`src/rtl/vend_pkg.sv`:
```
package vend_pkg;

  // Credit held between coins, in nickel units; code 2'b11 is unused.
  typedef enum logic [1:0] {
    CR_ZERO = 2'b00,
    CR_FIVE = 2'b01,
    CR_TEN  = 2'b10,
    CR_VOID = 2'b11
  } credit_e;

  typedef enum logic [1:0] {
    COIN_NONE   = 2'b00,
    COIN_NICKEL = 2'b01,
    COIN_DIME   = 2'b10
  } coin_e;

  typedef struct packed {
    logic vend;
    logic change;
  } sale_t;

  // Credit after one cycle.
  function automatic credit_e credit_step(credit_e cur, coin_e coin);
    credit_e nxt;
    nxt = cur;
    unique case (cur)
      CR_ZERO: begin
        if (coin == COIN_NICKEL) nxt = CR_FIVE;
        else if (coin == COIN_DIME) nxt = CR_TEN;
      end
      CR_FIVE: begin
        if (coin == COIN_NICKEL) nxt = CR_TEN;
        else if (coin == COIN_DIME) nxt = CR_ZERO;
      end
      CR_TEN: begin
        if (coin != COIN_NONE) nxt = CR_ZERO;
      end
      default: nxt = CR_ZERO;
    endcase
    return nxt;
  endfunction

  // Mealy outputs for one cycle.
  function automatic sale_t sale_decode(credit_e cur, coin_e coin);
    sale_t s;
    s = '0;
    unique case (cur)
      CR_FIVE: s.vend = (coin == COIN_DIME);
      CR_TEN: begin
        s.vend   = (coin != COIN_NONE);
        s.change = (coin == COIN_DIME);
      end
      default: s = '0;
    endcase
    return s;
  endfunction

endpackage

```
`src/rtl/vend_coin_decode.sv`:
```
module vend_coin_decode
  import vend_pkg::*;
(
  input  logic  nickel_i,
  input  logic  dime_i,
  output coin_e coin_o,
  output logic  clash_o
);
  assign clash_o = nickel_i & dime_i;

  always_comb begin
    if (clash_o)       coin_o = COIN_NONE;
    else if (nickel_i) coin_o = COIN_NICKEL;
    else if (dime_i)   coin_o = COIN_DIME;
    else               coin_o = COIN_NONE;
  end
endmodule

```
`src/rtl/vend_credit_reg.sv`:
```
module vend_credit_reg
  import vend_pkg::*;
(
  input  logic    clk,
  input  logic    rst,
  input  credit_e next_i,
  output credit_e cur_o
);
  always_ff @(posedge clk) begin
    if (rst) cur_o <= CR_ZERO;
    else     cur_o <= next_i;
  end

  assert_reset_zero_R9: assert property (@(posedge clk) rst |=> cur_o == CR_ZERO);
endmodule

```
`src/rtl/vend_step_logic.sv`:
```
module vend_step_logic
  import vend_pkg::*;
(
  input  credit_e cur_i,
  input  coin_e   coin_i,
  output credit_e next_o,
  output sale_t   sale_o
);
  assign next_o = credit_step(cur_i, coin_i);
  assign sale_o = sale_decode(cur_i, coin_i);
endmodule

```
`src/rtl/vend_ctrl.sv`:
```
module vend_ctrl
  import vend_pkg::*;
(
  input  logic clk,
  input  logic rst,
  input  logic nickel_in,
  input  logic dime_in,
  output logic vend_out,
  output logic change_out
);
  coin_e   coin_w;
  logic    clash_w;
  credit_e credit_w;
  credit_e credit_nx_w;
  sale_t   sale_w;

  vend_coin_decode u_dec (
    .nickel_i(nickel_in),
    .dime_i  (dime_in),
    .coin_o  (coin_w),
    .clash_o (clash_w)
  );

  vend_step_logic u_step (
    .cur_i (credit_w),
    .coin_i(coin_w),
    .next_o(credit_nx_w),
    .sale_o(sale_w)
  );

  vend_credit_reg u_reg (
    .clk   (clk),
    .rst   (rst),
    .next_i(credit_nx_w),
    .cur_o (credit_w)
  );

  assign vend_out   = sale_w.vend;
  assign change_out = sale_w.change;

  assert_change_with_vend_R6: assert property (@(posedge clk) disable iff (rst)
    change_out |-> vend_out);
  assert_vend_clears_R4: assert property (@(posedge clk) disable iff (rst)
    vend_out |=> credit_w == CR_ZERO);
  assert_idle_hold_R2: assert property (@(posedge clk) disable iff (rst)
    (!nickel_in && !dime_in) |=> $stable(credit_w));
  assert_clash_quiet_R7: assert property (@(posedge clk) disable iff (rst)
    clash_w |-> (!vend_out && !change_out));
endmodule

```
`config.mk`:
```
export PLATFORM = sky130hd
export DESIGN_NAME = vend_ctrl
export DESIGN_NICKNAME = d
export VERILOG_FILES = /design/src/rtl/vend_pkg.sv /design/src/rtl/vend_coin_decode.sv /design/src/rtl/vend_credit_reg.sv /design/src/rtl/vend_step_logic.sv /design/src/rtl/vend_ctrl.sv
export SDC_FILE = /design/constraint.sdc
export NUM_CORES = 1
export LEC_CHECK = 0
export BUFFER_PORTS_ARGS = -buffer_cell sky130_fd_sc_hd__buf_4
export CORE_AREA = 2 2 39 41
export DETAILED_ROUTE_END_ITERATION = 16
export DIE_AREA = 0 0 41 43
export PLACE_DENSITY = 0.46
export SETUP_SLACK_MARGIN = 0.2
export SYNTH_ARGS = -nofsm -noshare
export SYNTH_HDL_FRONTEND = slang
export SYNTH_SLANG_ARGS = --single-unit
```
`constraint.sdc`:
```
create_clock -name clk -period 3.78 [get_ports clk]
set_input_delay 0.567 -clock clk [delete_from_list [all_inputs] [get_ports clk]]
set_output_delay 0.567 -clock clk [all_outputs]
set_load 0.01 [all_outputs]
```
# Yosys cells after proc, flatten, opt, wreduce, memory -nomap -nowiden
# Cells that the tools add are included.
[word_totals] ff_bits=2 out_inout_bits=2 wordCells=23 input_bits=4
[op_classes] n_eq_ne=7 muxes=11 n_reduce_logical=3 n_bitwise=1
[ops] cell="2-bit two-way mux" count=8
[ops] cell="3-bit by 1-bit inequality test with 1-bit output (second input constant)" count=2
[ops] cell="2-bit case mux with 3 select lines" count=1
[ops] cell="2-bit by 1-bit equality test with 1-bit output (second input constant)" count=2
[ops] cell="2-bit equality test (second input constant)" count=2
[ops] cell="3-bit AND reduction" count=1
[ops] cell="2-bit zero test" count=1
[ops] cell="2-bit by 1-bit inequality test with 1-bit output (second input constant)" count=1
[ops] cell="1-bit case mux with 2 select lines" count=1
[ops] cell="2-bit nonzero test" count=1
[ops] cell="1-bit AND" count=1
[ops] cell="1-bit two-way mux" count=1

# Logic depth before layout (Yosys ltp)
# Gate-level depths: netlist (run 1).
[logic_depth] ltp_word=7 depth_mapped=5

# Cells and area by module
# Synthesis (run 1) repeated with hierarchy kept, for this count alone.
[unflattened] hier_cells=31 hier_area_um2=245.2
[modules_own_cells] module="vend_step_logic" area_each_um2=170.2 cells_each=24 seq_area_each_um2=0.0 n_inst=1
[modules_own_cells] module="vend_credit_reg" area_each_um2=52.6 cells_each=4 seq_area_each_um2=40.0 n_inst=1
[modules_own_cells] module="vend_coin_decode" area_each_um2=22.5 cells_each=3 seq_area_each_um2=0.0 n_inst=1

# Least setup slack after synthesis (run 1)
# No wires, ideal clock.
[synth_timing] path_type="input port to output port" start="input nickel_in" end="output vend_out" cell_stages=4 arrival_time_ns=1.350 required_time_ns=3.213 slack_ns=1.863 path_cell_list="inv_1 ha_1 nand2b_1 a21boi_0"
[synth_via] elab_chain_cells=4
[synth_lines] element="from (decl)" line_no="vend_ctrl.sv:6" source="input logic nickel_in,"
[synth_lines] element="2-bit two-way mux or 1-bit AND (tied branches)" line_no="vend_coin_decode.sv:13, vend_coin_decode.sv:9"
[synth_lines] element="2-bit two-way mux (*)" line_no="vend_coin_decode.sv:12" source="if (clash_o) coin_o = COIN_NONE;"
[synth_lines] element="2-bit equality test or 2-bit nonzero test (tied branches)" line_no="vend_pkg.sv:48, vend_pkg.sv:50"
[synth_lines] element="1-bit case mux with 2 select lines (*)" line_no="vend_pkg.sv:47" source="unique case (cur)"
[synth_lines] element="to (decl)" line_no="vend_ctrl.sv:8" source="output logic vend_out,"
# Every way passes the cells marked *; elsewhere a longest branch is shown, timed or not.

# Worst setup path in the final report (run 1)
# Ends and elaborated chain as after synthesis.

==> results.ini, run 1 <==
[run_status]
status=finished, final reports clean

[cts]
cts_buffer_depth=2
post_cts_buffers=0
root_buffer=clkbuf_4
htree_levels=1
clock_sinks=2
cts_tree=yes
numCtsBuffers=3
ctsHoldBuffers=0
cts.clk_slew.worst_paths_ns=0.03
cts_resized=0
clk_latency_ns=0.22

[synth]
synth_fa_ha_area_frac=0.345
synth_compound_area_frac=0.167
syn-cell-area_um2=254
synth_top_family_by_area=adder cells
seq_area_frac_synth=0.158
synth-simple-area-share=0.271
ys_types=15
synth.largest_area_cell=ha_1
yosys_warnings=0
muxShareOfSynthArea=0
synth_top_area_frac=0.345
syn_avg_cell_area_um2=8.19
synth.area.top_cells=ha_1, dfxtp_1, nor2b_1
ys_ff_latch=2
synth_xor_area_frac=0
synth_cells=31
syn_nets=42

[cells_and_area]
drive_gt1_frac=0.231
diodes=0
largest_reg_flops=2
area_growth_pct=31.5
top_register=u_reg.cur_o
nets=52
biggestRegsByFlops=u_reg.cur_o: 2 flops
layout_commonest_cell=ha_1
post-route-util=0.241
most-common-layout-cells=ha_1, buf_4, inv_1

[floorplan]
die_area_mm2=0.00176
row_count=14
die_h_um=43
pin_count=6
die_w_um=41
core-area_mm2=0.00138
initial_core_util=0.184

[sta]
min_period_over_period=0.541
tightest_slew_ns=0.306
setup_viol=0
drv_slew=0
skew_ns=0.00187
fmax_mhz=489
hold_violations=0
min_period_ns=2.05
rsz0062_at_grt=no
finalSetupTns_ns=0
slew_headroom=0.792

[global_routing]
grt.overflow.total=0
antenna_found_initial=0
grt.total_usage=0.0751
grt_pass1_wl_um=848
grt_pass1_vias=220
grt_max_degree=6

[power]
ir_drop_uv=141
p_per_area_mw_per_mm2=337
p_leak_nw=0.151

[route]
vias=222
final_antenna_net_count=0
avgRoutedWirePerCell_um=8.85
drt-pass1-iter-count=4
drt_iter0_markers=1
drc=0
avgViaCountPerCell=4.04
routed_wl_um=487

[worst_setup_path]
r2r_end=u_reg.cur_o[1]
reg2reg_depth=5
ff2ff_setup_slack_ns=2.48
arrival_ns=1.48
endpoint=vend_out
critPathKind=in2out
rr_startpoint=u_reg.cur_o[1]
cp-startpoint=nickel_in
cp-start-kind=input port
cp.required_ns=3.21
worst_setup_path_end_kind=output pin
path_max_fanout=4

[flow_run]
drv_cap=0

[worst_hold_path]
hold_path.class=reg2reg
hold_depth=2

[place]
dpl.hpwl_um=403
routabilityCongestion=0.677
portBuffers=5

-- worst max-delay path, cell delays in order --
cell and delay (ns):
buf_4 0.08, inv_1 0.05, ha_1 0.33, nand2b_1 0.15, a21boi_0 0.16, buf_4 0.15
-- cells in the mapped netlist, drive strengths merged --
master	count
dfxtp	2
nor3	1
nor2	1
nor2b	3
inv	4
a21boi	1
and2	1
nand2b	2
nand2	2
a221oi	1
a31oi	1
ha	7
nand3	3
o21ai	1
o311ai	1
-- cells by family (layout without fill, tap and decap cells) --
| group | Yosys count | count (layout) |
|---|---|---|
| and+or+nand+nor | 13 | 13 |
| DFF | 2 | 2 |
| buffers and inverters | 4 | 12 |
| adders and majority gates | 7 | 7 |
| AOI/OAI and AO/OA | 5 | 5 |
-- per-stage QoR --
stage / power, mW / cells / setup slack [ns] / instance area (um2) / hold WS [ns]
floorplan: 0.0558 / 31 / 1.86 / 254 / 0.478
global placement: 0.0672 / 52 / 1.71 / 312 / 0.523
detailed placement: 0.0670 / 52 / 1.74 / 312 / 0.522
CTS: 0.116 / 55 / 1.72 / 334 / 0.507
global route: 0.124 / 55 / 1.67 / 334 / 0.507
finish: 0.113 / 55 / 1.73 / 334 / 0.512
-- per-layer routing --
metal  vias to the layer above  global-route usage  wire, um
li1                        122                   -         -
met1                        90              0.0828       224
met2                         8               0.116       222
met3                         2              0.0157        24
met4                         0              0.0600        16
met5                         -                   0         0
-- power by group --
group          internal [mW]  switching [mW]  leakage, nW
clock network         0.0350          0.0114       0.0138
logic                 0.0187          0.0203        0.121
registers             0.0244         0.00287       0.0165
-- worst min-delay path by stage --
stage                         from        endpoint  slack (ns)
floorplan           u_reg.cur_o[1]  u_reg.cur_o[1]        0.48
global placement    u_reg.cur_o[1]  u_reg.cur_o[1]        0.52
detailed placement  u_reg.cur_o[1]  u_reg.cur_o[1]        0.52
CTS                            rst  u_reg.cur_o[1]        0.51
global route                   rst  u_reg.cur_o[1]        0.51
finish              u_reg.cur_o[1]  u_reg.cur_o[1]        0.51
-- cell type report --
type                       instances  area, um2
timing repair buffer               5       37.5
fill                             159       1050
clock buffer                       3       22.5
inverter                           4       15.0
multi-input combinational         25        199
tap                               16       20.0
sequential                         2       40.0
(Power assumes the default switching activity.)
==> run 2: changes to the inputs <==
PLACE_DENSITY = 0.47   (was 0.46)
clock period = 1.6 ns   (was 3.78 ns; I/O delays follow)
==> run 2 against run 1 <==
Final cell count up 7.3%. Critical path depth down 2. Core utilization up 7.4 points. Highest routed layer is now met3. Via count up 8.6%. Final area up 31%. Critical path type is now reg2out. Routed wire length up 18%. Total power rose to 3.0 times the previous value. Worst setup slack worse by 1.5 ns. Combinational power rose to 3.9 times the previous value.
==> results.ini, run 2 (synthesis gave the netlist of run 1 again) <==
[cells_and_area]
top_register=u_reg.cur_o
stdcell_area_um2=437
nets=56
fillers=148
layout_commonest_cell=buf_4
biggestRegsByFlops=u_reg.cur_o: 2 flops
drive_gt1_frac=0.535
area_growth_pct=71.9
diodes=0
fin_cells=59
largest_reg_flops=2
most-common-layout-cells=buf_4, ha_1, nand3_1, ha_4, clkbuf_4

[floorplan]
initial_core_util=0.184
core-area_mm2=0.00138
die_area_mm2=0.00176
die_h_um=43
row_count=14
pin_count=6
die_w_um=41

[power]
seqPwrFrac=0.214
ir_drop_uv=386
power_switching_mw=0.106
power.internal_mw=0.228
p_per_area_mw_per_mm2=766
p_leak_nw=0.181
power_frac_comb=0.458
clockPowerShare=0.328
switching_share=0.318

[route]
drt_iter0_markers=4
final_antenna_net_count=0
drt-pass1-iter-count=4
avgViaCountPerCell=4.08
drc=0
avgRoutedWirePerCell_um=9.75
routed_wl_um=575
vias=241

[cts]
numCtsBuffers=3
root_buffer=clkbuf_4
clock_sinks=2
cts_tree=yes
cts_buffer_depth=2
htree_levels=1
clk_latency_ns=0.22
cts.clk_slew.worst_paths_ns=0.03

[global_routing]
grt.total_usage=0.0772
antenna_found_initial=0
grt_max_degree=6
grt_pass1_vias=223
grt.overflow.total=0
grt_pass1_wl_um=897

[sta]
tightest_slew_ns=0.266
min_period_ns=1.37
slew_headroom=0.822
fmax_mhz=728
setup_viol=0
min_period_over_period=0.859
hold_violations=0
layout_setup_ws_ns=0.226
holdWs_ns=0.183
drv_slew=0
skew_ns=0.00384
rsz0062_at_grt=yes
finalSetupTns_ns=0

[worst_setup_path]
cp-startpoint=u_reg.cur_o[0]
endpoint=vend_out
cp.required_ns=1.36
critPathKind=reg2out
r2r_end=u_reg.cur_o[1]
worst_setup_path_end_kind=output pin
ff2ff_setup_slack_ns=0.28
cp-start-kind=flop
reg2reg_depth=6
rr_startpoint=u_reg.cur_o[1]
path_max_fanout=4
arrival_ns=1.13

[worst_hold_path]
hold_path.class=in2reg

[place]
portBuffers=5
routabilityCongestion=0.736
place_ws_ns=0.183
dp_cells=52
post_dp_cell_area_um2=312
dpl.hpwl_um=396

[flow_run]
drv_cap=0

[run_status]
status=finished, final reports clean

run 2: worst max-delay path, stage by stage (launching register included):
cell	delay, ns
dfxtp_4	0.37
inv_4	0.05
ha_4	0.24
a21boi_2	0.13
buf_4	0.12
run 2: through the flow:
stage	power [mW]	util
after floorplan	0.132	-
after global placement	0.160	0.225
after detailed placement	0.160	0.225
after CTS	0.317	0.280
after global routing	0.362	0.316
final	0.334	0.316
run 2: worst min-delay path by stage:
stage | start | slack [ns] | to | depth (start not counted)
final | rst | 0.18 | u_reg.cur_o[1] | 2
after global routing | rst | 0.18 | u_reg.cur_o[1] | 2
after CTS | rst | 0.17 | u_reg.cur_o[0] | 2
after global placement | rst | 0.42 | u_reg.cur_o[1] | 2
after floorplan | rst | 0.31 | u_reg.cur_o[1] | 1
after detailed placement | rst | 0.42 | u_reg.cur_o[1] | 2
run 2: final cells by class:
class / count / area, um2 / area share
clock buffer: 3 / 22.5 / 0.0516
timing repair buffer: 9 / 71.3 / 0.163
sequential: 2 / 47.5 / 0.109
multi-input combinational: 25 / 255 / 0.585
tap: 16 / 20.0 / 0.0458
inverter: 4 / 20.0 / 0.0458
run 2: power by group through the flow:
stage	clock (mW)	sequential [mW]	combinational, mW
after floorplan	0	0.0631	0.0686
after global placement	0	0.0649	0.0953
after detailed placement	0	0.0648	0.0954
after CTS	0.118	0.0681	0.131
after global routing	0.120	0.0723	0.170
final	0.110	0.0715	0.153
run 2: per-layer routing:
layer  vias up  track usage  wire (um)
met3         0       0.0157         40
met4         0       0.0600          0
met5         -            0          0
li1        132            -          -
met1       102        0.128        284
met2         7       0.0781        250
run 2: what timing repair did:
item	CTS	global route
pin swaps	1	3
hold buffers	0	0
gates resized for setup	10	9
endpoints found under the setup margin	2	2
setup buffers	2	2
